**config.mk**
```make
export PLATFORM = sky130hd
export DESIGN_NAME = ipim_top
export DESIGN_NICKNAME = d
export VERILOG_FILES = /design/src/rtl/ipim_pkg.sv /design/src/rtl/ipim_decode.sv /design/src/rtl/ipim_matrix.sv /design/src/rtl/ipim_prio.sv /design/src/rtl/ipim_top.sv
export SDC_FILE = /design/constraint.sdc
export NUM_CORES = 1
export LEC_CHECK = 0
export BUFFER_PORTS_ARGS = -buffer_cell sky130_fd_sc_hd__buf_2
export CAP_MARGIN = 20
export CORE_MARGIN = 1.5
export CORE_UTILIZATION = 50
export DETAILED_ROUTE_END_ITERATION = 10
export GPL_TIMING_DRIVEN = 1
export PLACE_DENSITY = 0.91
export SLEW_MARGIN = 10
export SYNTH_ARGS = -nofsm -noshare
export SYNTH_HDL_FRONTEND = slang
export SYNTH_SLANG_ARGS = --single-unit
```
**constraint.sdc**
```tcl
create_clock -name clk -period 2 [get_ports clk]
set_input_delay 0.4 -clock clk [delete_from_list [all_inputs] [get_ports clk]]
set_output_delay 0.4 -clock clk [all_outputs]
set_load 0.01 [all_outputs]
```
**src/rtl/ipim_pkg.sv**
```systemverilog
package ipim_pkg;
    localparam int NCORE   = 4;
    localparam int ID_W    = 2;
    localparam int PRIO_W  = 3;
    localparam int PRIO_STRIDE = 4;
    localparam int ADDR_W  = 8;
    localparam int DATA_W  = 32;
    localparam int NPEND   = NCORE * NCORE;

    localparam logic [ADDR_W-1:0] OFS_TRIG      = 8'h40;
    localparam logic [ADDR_W-1:0] OFS_OWN_STAT  = 8'h44;
    localparam logic [ADDR_W-1:0] OFS_OWN_PRIO  = 8'h48;
    localparam logic [ADDR_W-1:0] OFS_ALL_STAT  = 8'h4C;
    localparam logic [ADDR_W-1:0] OFS_ALL_PRIO  = 8'h50;

    typedef enum logic [2:0] {
        SEL_NONE,
        SEL_TRIG,
        SEL_OWN_STAT,
        SEL_OWN_PRIO,
        SEL_ALL_STAT,
        SEL_ALL_PRIO
    } reg_sel_e;

    typedef enum logic {
        RSP_IDLE,
        RSP_DATA
    } rsp_state_e;
endpackage

```
**src/rtl/ipim_decode.sv**
```systemverilog
module ipim_decode
    import ipim_pkg::*;
#(
    parameter int AW = ADDR_W
) (
    input  logic [AW-1:0] addr,
    output reg_sel_e      sel
);
    always_comb begin
        unique case (addr)
            OFS_TRIG:     sel = SEL_TRIG;
            OFS_OWN_STAT: sel = SEL_OWN_STAT;
            OFS_OWN_PRIO: sel = SEL_OWN_PRIO;
            OFS_ALL_STAT: sel = SEL_ALL_STAT;
            OFS_ALL_PRIO: sel = SEL_ALL_PRIO;
            default:      sel = SEL_NONE;
        endcase
    end
endmodule

```
**src/rtl/ipim_matrix.sv**
```systemverilog
module ipim_matrix #(
    parameter int NC  = 4,
    parameter int IDW = 2,
    localparam int NP = NC * NC
) (
    input  logic           clk,
    input  logic           rst_n,
    input  logic           trig_we,
    input  logic           own_clr_we,
    input  logic           all_clr_we,
    input  logic [IDW-1:0] src,
    input  logic [NP-1:0]  wdata,
    output logic [NP-1:0]  pend_q
);
    for (genvar t = 0; t < NC; t++) begin : g_tgt
        for (genvar s = 0; s < NC; s++) begin : g_src
            logic set_bit, clr_bit;
            assign set_bit = trig_we && (src == IDW'(s)) && wdata[t];
            assign clr_bit = (own_clr_we && (src == IDW'(t)) && wdata[s])
                          || (all_clr_we && wdata[t*NC+s]);
            // set has precedence so a call is never lost
            always_ff @(posedge clk or negedge rst_n) begin
                if (!rst_n)       pend_q[t*NC+s] <= 1'b0;
                else if (set_bit) pend_q[t*NC+s] <= 1'b1;
                else if (clr_bit) pend_q[t*NC+s] <= 1'b0;
            end
        end
    end
endmodule

```
**src/rtl/ipim_prio.sv**
```systemverilog
module ipim_prio #(
    parameter int NC     = 4,
    parameter int IDW    = 2,
    parameter int PW     = 3,
    parameter int STRIDE = 4,
    parameter int DW     = 32
) (
    input  logic            clk,
    input  logic            rst_n,
    input  logic            own_we,
    input  logic            all_we,
    input  logic [IDW-1:0]  src,
    input  logic [DW-1:0]   wdata,
    output logic [NC*PW-1:0] prio_q
);
    for (genvar c = 0; c < NC; c++) begin : g_core
        always_ff @(posedge clk or negedge rst_n) begin
            if (!rst_n)
                prio_q[c*PW +: PW] <= '0;
            else if (all_we)
                prio_q[c*PW +: PW] <= wdata[c*STRIDE +: PW];
            else if (own_we && (src == IDW'(c)))
                prio_q[c*PW +: PW] <= wdata[PW-1:0];
        end
    end

    logic unused_bits;
    assign unused_bits = ^wdata;
endmodule

```
**src/rtl/ipim_top.sv**
```systemverilog
module ipim_top
    import ipim_pkg::*;
(
    input  logic              clk,
    input  logic              rst_n,
    input  logic              bus_valid,
    input  logic              bus_write,
    input  logic [ADDR_W-1:0] bus_addr,
    input  logic [DATA_W-1:0] bus_wdata,
    input  logic [ID_W-1:0]   bus_src,
    output logic              rd_valid,
    output logic [DATA_W-1:0] rd_data,
    output logic [NCORE-1:0]  ipi_irq,
    output logic [NCORE*PRIO_W-1:0] ipi_prio
);
    reg_sel_e            sel;
    rsp_state_e          state_q, state_d;
    logic [NPEND-1:0]    pend_q;
    logic [DATA_W-1:0]   rd_mux;
    logic                wr, rd;

    assign wr = bus_valid && bus_write;
    assign rd = bus_valid && !bus_write;

    ipim_decode #(.AW(ADDR_W)) u_dec (.addr(bus_addr), .sel(sel));

    ipim_matrix #(.NC(NCORE), .IDW(ID_W)) u_mtx (
        .clk(clk), .rst_n(rst_n),
        .trig_we(wr && sel == SEL_TRIG),
        .own_clr_we(wr && sel == SEL_OWN_STAT),
        .all_clr_we(wr && sel == SEL_ALL_STAT),
        .src(bus_src), .wdata(bus_wdata[NPEND-1:0]),
        .pend_q(pend_q)
    );

    ipim_prio #(.NC(NCORE), .IDW(ID_W), .PW(PRIO_W), .STRIDE(PRIO_STRIDE), .DW(DATA_W)) u_pri (
        .clk(clk), .rst_n(rst_n),
        .own_we(wr && sel == SEL_OWN_PRIO),
        .all_we(wr && sel == SEL_ALL_PRIO),
        .src(bus_src), .wdata(bus_wdata),
        .prio_q(ipi_prio)
    );

    for (genvar t = 0; t < NCORE; t++) begin : g_irq
        assign ipi_irq[t] = |pend_q[t*NCORE +: NCORE];
    end

    always_comb begin
        rd_mux = '0;
        unique case (sel)
            SEL_OWN_STAT: rd_mux[NCORE-1:0]  = pend_q[bus_src*NCORE +: NCORE];
            SEL_OWN_PRIO: rd_mux[PRIO_W-1:0] = ipi_prio[bus_src*PRIO_W +: PRIO_W];
            SEL_ALL_STAT: rd_mux[NPEND-1:0]  = pend_q;
            SEL_ALL_PRIO: begin
                for (int c = 0; c < NCORE; c++)
                    rd_mux[c*PRIO_STRIDE +: PRIO_W] = ipi_prio[c*PRIO_W +: PRIO_W];
            end
            default: rd_mux = '0;
        endcase
    end

    // response state machine: next-state logic
    always_comb begin
        state_d = state_q;
        unique case (state_q)
            RSP_IDLE: if (rd) state_d = RSP_DATA;
            RSP_DATA: if (!rd) state_d = RSP_IDLE;
            default:  state_d = RSP_IDLE;
        endcase
    end

    // state register
    always_ff @(posedge clk or negedge rst_n) begin
        if (!rst_n) state_q <= RSP_IDLE;
        else        state_q <= state_d;
    end

    // outputs
    always_ff @(posedge clk or negedge rst_n) begin
        if (!rst_n)  rd_data <= '0;
        else if (rd) rd_data <= rd_mux;
    end
    assign rd_valid = (state_q == RSP_DATA);
endmodule

```
==> impl_metrics.json, run 1 <==
{
  "rsz0062_at_grt": "no",
  "clk_pin_slew_worst_paths_ns": 0.09,
  "die_h_um": 75.5,
  "rr_startpoint": "u_mtx.pend_q[2]$_DFFE_PN0P_",
  "die_area_mm2": 0.00570,
  "synth_mux_area_frac": 0.0871,
  "start_kind": "input port",
  "tns_ns": 0,
  "grt_use_met3": 0.0463,
  "setup_viol": 0,
  "fin_nets": 395,
  "postPlaceCellArea_mm2": 0.00307,
  "pin_count": 95,
  "grt.overflow.total": 0,
  "end_kind": "flop",
  "period_share": 0.946,
  "synth_xor_xnor_area_share": 0,
  "port_buffers": 62,
  "cts_hold_repair.buffers": 0,
  "fmax_mhz": 529,
  "cp.arrival_ns": 2.07,
  "drive_gt1_frac": 0.297,
  "path_class": "in2reg",
  "yosysSeqAreaShare": 0.428,
  "htree_num_levels": 2,
  "drc_errors": 0,
  "insertion_delay_ns": 0.29,
  "maxSlewHeadroom": 0.654,
  "syn2layout_area_growth_pct": 19.8,
  "skew_ns": 0.00727,
  "place_hpwl_um": 5870,
  "tightestPinTransition_ns": 0.520,
  "drt_pass1_iterations": 5,
  "rrSetupSlack_ns": 0.43,
  "max_cap_viol_count": 0,
  "met2_usage": 0.452,
  "synth_seq_cells": 45,
  "clock_sinks": 45,
  "coreArea_mm2": 0.00507,
  "dp.cells": 412,
  "yosysWarnings": 0,
  "yosysTopAreaCell": "dfrtp_1",
  "hold_viol_final": 0,
  "rows": 26,
  "synth_compound_area_frac": 0.195,
  "layout_commonest_cell": "buf_2",
  "finalMaxSlewViolations": 0,
  "grt_max_degree": 22,
  "antenna_found_initial": 0,
  "antenna_left": 0,
  "outcome": "finished clean",
  "layout_min_cycle_time_ns": 1.89,
  "drt_iter0_drc": 264,
  "path_max_fanout": 5,
  "synth.distinct_cells": 45,
  "place.gp.congestion": 0.977,
  "grt_pass1_vias": 2312,
  "num_vias": 2544,
  "synth_area_mm2": 0.00263,
  "layout_common_cells": "buf_2, dfrtp_1, nand2_1",
  "synthSimpleGateAreaFrac": 0.193,
  "cts_root_buffer": "clkbuf_8",
  "cts_tree": "built",
  "power_density_mw_per_mm2": 553,
  "finalInstanceArea_mm2": 0.00315,
  "synth_fa_ha_area_frac": 0,
  "dieWidth_um": 75.5,
  "grt_pass1_wl_um": 11800,
  "synth_top_family_by_area": "compound AO/OA/AOI/OAI gates",
  "cts_buffer_depth": 2,
  "grtUsageTotal": 0.284,
  "pre_cts_ws_ns": -0.201,
  "synthCells": 274,
  "ys.flop_type": "dfrtp_1",
  "wire_per_inst_um": 18.6,
  "n_antenna_cell": 0,
  "synth_edf_count": 0,
  "grt-busiest-layer": "met2",
  "start_util": 0.518,
  "post_cts_resized": 0,
  "r2r_end": "rd_data[2]$_DFFE_PN0P_",
  "synth.top_cell.area_share": 0.428,
  "syn_avg_cell_area_um2": 9.59,
  "power.leakage_nw": 1.62,
  "min_path_type": "in2async",
  "globalRouteMet1Util": 0.397,
  "post_drt_via_cell_ratio": 6.06,
  "fin_cells": 420,
  "setup_ws_ns": 0.108,
  "postCtsSetupBuffers": 0,
  "ys_top_cells_by_area": "dfrtp_1, buf_4, nand2_1",
  "synth-async-reset-ratio": 1.00,
  "vdd_ir_drop_max_uv": 422,
  "numCtsBuffers": 5,
  "required_ns": 2.18,
  "power_mw": 1.74,
  "worst_r2r_path_depth": 4,
  "routed_wl_um": 7800
}
-- final cells by class --
class | count | area (µm²)
clock inverters | 1 | 7.51
flip-flops and latches | 45 | 1130
multi-input cells | 196 | 1310
repair buffers | 85 | 483
fillers | 465 | 1920
inverters | 16 | 60.1
clock buffers | 7 | 76.3
well taps | 70 | 87.6
-- worst max path at each step --
stage,from,endpoint,slack [ns],cells after the start
floorplan,bus_addr[5],u_pri.prio_q[10]$_DFFE_PN0P_,0.05,5
global placement,bus_addr[5],u_pri.prio_q[10]$_DFFE_PN0P_,-0.14,5
detailed placement,bus_addr[5],u_pri.prio_q[10]$_DFFE_PN0P_,-0.20,5
CTS,bus_addr[5],u_pri.prio_q[10]$_DFFE_PN0P_,0.11,5
global route,bus_addr[5],u_pri.prio_q[10]$_DFFE_PN0P_,0.06,5
finish,bus_addr[5],u_pri.prio_q[10]$_DFFE_PN0P_,0.11,5
-- Yosys cell counts, drive strengths merged, types with 3 or more instances --
| library cell | instances |
|---|---|
| nand4 | 6 |
| a22o | 3 |
| buf | 24 |
| nor4 | 3 |
| nand2 | 31 |
| clkbuf | 8 |
| nand2b | 5 |
| mux4 | 5 |
| o21ai | 15 |
| a21boi | 3 |
| mux2 | 5 |
| mux2i | 6 |
| a21oi | 10 |
| nor4bb | 3 |
| o31ai | 5 |
| nor2b | 7 |
| or4 | 6 |
| o221ai | 12 |
| o22a | 3 |
| nand3 | 9 |
| dfrtp | 45 |
| nor2 | 10 |
| a22oi | 11 |
| inv | 16 |
-- flip-flops by register name, indices dropped and copies added, names as in the netlist --
name          cells
rd_valid          1
u_pri.prio_q     12
rd_data          16
u_mtx.pend_q     16
-- per-stage QoR --
stage / hold WS, ns / utilization
2_1_floorplan: 0.104 / -
3_3_place_gp: 0.394 / 0.604
3_5_place_dp: 0.402 / 0.604
4_1_cts: 0.0807 / 0.621
5_1_grt: 0.0990 / 0.621
6_report: 0.0692 / 0.621
-- routing by layer --
layer  vias to the layer above  part of all wire
li1                       1141                 -
met3                        23             0.099
met1                      1216              0.40
met2                       164              0.47
met5                         -                 0
met4                         0             0.027
-- cell families after synthesis --
kind of cell           after synthesis
DFF                                 45
and+or+nand+nor                     92
other                                1
AOI/OAI and AO/OA                   72
muxes                               16
buffers and inverters               48
-- critical path, stage by stage --
cell	delay, ns
buf_2	0.11
or4b_4	0.57
or4_1	0.69
mux2i_1	0.21
a21oi_1	0.09
-- where the power goes --
| group | total, mW | switching (mW) | internal, mW |
|---|---|---|---|
| Clock | 0.554 | 0.306 | 0.248 |
| Sequential | 0.943 | 0.0184 | 0.925 |
| Combinational | 0.244 | 0.151 | 0.0923 |
| Total | 1.74 | 0.476 | 1.26 |
No activity file was read; power rests on OpenSTA's default activity.
==> run 2: changes to the inputs <==
- REMOVE_ABC_BUFFERS: not set -> 1
- TNS_END_PERCENT: not set -> 100
==> run 2 against run 1 <==
Against the previous run:
- critical path depth did not move
- sequential share of layout area fell by 0.27 points
- die area did not move
- via count rose by 3.7%
- first-iteration DRC count rose by 16%
- clock skew rose by 0.0044 ns
- sequential power barely moved
- non-clock buffer count did not move
- sequential cell count did not move
- worst hold slack got worse by 0.063 ns
- final cell count did not move
- combinational power barely moved
- critical endpoint is now u_pri.prio_q[9]$_DFFE_PN0P_
==> impl_metrics.json, run 2 (same netlist as run 1, synthesis figures left out) <==
{
  "start_util": 0.518,
  "rows": 26,
  "layout_commonest_cell": "buf_2",
  "path_cells": "buf_2 > or4b_4 > or4_1 > mux2i_1 > a21oi_1",
  "drt_iter0_drc": 306,
  "r2r_end": "rd_data[2]$_DFFE_PN0P_",
  "path_max_fanout": 6,
  "die_area_mm2": 0.00570,
  "htree_num_levels": 2,
  "insertion_delay_ns": 0.30,
  "num_vias": 2639,
  "outcome": "finished clean",
  "rrSetupSlack_ns": 0.49,
  "power_mw": 1.82,
  "max_cap_viol_count": 0,
  "cp.arrival_ns": 2.08,
  "grt_pass1_vias": 2510,
  "worst_r2r_path_depth": 4,
  "path_buf_inv": 1,
  "end_kind": "flop",
  "critPathMaxStageDelay_ns": 0.69,
  "finalInstanceArea_mm2": 0.00317,
  "cts_buffer_depth": 2,
  "tns_ns": 0,
  "cts_hold_repair.buffers": 0,
  "postCtsSetupBuffers": 0,
  "largestRegisters": "rd_data (16), u_mtx.pend_q (16), u_pri.prio_q (12)",
  "finalMaxSlewViolations": 0,
  "wire_per_inst_um": 19.0,
  "crit_family": "simple AND/OR/NAND/NOR gates",
  "cts_root_buffer": "clkbuf_8",
  "min_path_type": "in2async",
  "power.leakage_nw": 1.64,
  "post_drt_via_cell_ratio": 6.28,
  "grtUsageTotal": 0.285,
  "drt_pass1_iterations": 5,
  "vdd_ir_drop_max_uv": 476,
  "grt_max_degree": 19,
  "clock_sinks": 45,
  "post_cts_resized": 0,
  "n_antenna_cell": 0,
  "dieWidth_um": 75.5,
  "grt.overflow.total": 0,
  "antenna_left": 0,
  "fin_nets": 395,
  "power_density_mw_per_mm2": 574,
  "rsz0062_at_grt": "no",
  "hold_viol_final": 0,
  "hold_ws_ns": 0.00575,
  "clk_pin_slew_worst_paths_ns": 0.09,
  "syn2layout_area_growth_pct": 20.8,
  "pin_count": 95,
  "required_ns": 2.19,
  "rr_startpoint": "u_mtx.pend_q[2]$_DFFE_PN0P_",
  "cts_tree": "built",
  "layout_min_cycle_time_ns": 1.89,
  "port_buffers": 62,
  "routed_wl_um": 7990,
  "start_kind": "input port",
  "path_class": "in2reg",
  "place.gp.congestion": 1.03,
  "coreArea_mm2": 0.00507,
  "numCtsBuffers": 5,
  "antenna_found_initial": 0,
  "grt_pass1_wl_um": 12000,
  "drc_errors": 0,
  "fmax_mhz": 528,
  "postPlaceCellArea_mm2": 0.00307,
  "place_hpwl_um": 5930,
  "setup_viol": 0,
  "layout_common_cells": "buf_2, dfrtp_1, nand2_1",
  "drive_gt1_frac": 0.306,
  "period_share": 0.947,
  "skew_ns": 0.0117,
  "crit_slowest_cell": "or4_1",
  "die_h_um": 75.5
}
## run 2: changes by cell type in the layout (fill, tap and decap cells not counted)
cell / before / now
nor4b_1: 2 / 1
clkinv_2: 0 / 1
nor4b_2: 0 / 1
clkbuf_8: 5 / 7
clkbuf_1: 2 / 0
clkinvlp_4: 1 / 0
## run 2: area by class of cell
type	instances	area [µm²]
clock buffer	7	96.3
clock inverter	1	5.00
fill	433	1900
inverter	16	60.1
multi-input combinational	196	1320
sequential	45	1130
tap	70	87.6
timing repair buffer	85	483
## run 2: routing by layer
metal	wire length (µm)	global-route usage	up-vias	part of all wire
met5	0	0	-	0
met4	321	0.139	0	0.040
met3	732	0.0582	45	0.092
met2	3740	0.461	213	0.47
met1	3190	0.366	1248	0.40
li1	-	-	1133	-
## run 2: worst max path at each step
stage	end	slack [ns]	from	cells after the start
global placement	u_pri.prio_q[10]$_DFFE_PN0P_	-0.17	bus_addr[5]	5
finish	u_pri.prio_q[9]$_DFFE_PN0P_	0.11	bus_addr[5]	5
global route	u_pri.prio_q[9]$_DFFE_PN0P_	0.06	bus_addr[5]	5
detailed placement	u_pri.prio_q[9]$_DFFE_PN0P_	-0.20	bus_addr[5]	5
CTS	u_pri.prio_q[9]$_DFFE_PN0P_	0.12	bus_addr[5]	5
floorplan	u_pri.prio_q[0]$_DFFE_PN0P_	-0.55	bus_addr[5]	4
## run 2: report_power, final
| part | switching [mW] | internal, mW | leakage (nW) |
|---|---|---|---|
| logic | 0.153 | 0.0932 | 0.959 |
| clock network | 0.319 | 0.313 | 0.0542 |
| registers | 0.0190 | 0.925 | 0.625 |
## run 2: through the flow
stage / std cells / utilization / worst slack (ns)
floorplan: 257 / - / -0.546
global placement: 412 / 0.606 / -0.167
detailed placement: 412 / 0.606 / -0.203
CTS: 420 / 0.625 / 0.116
global route: 420 / 0.625 / 0.0578
finish: 420 / 0.625 / 0.106
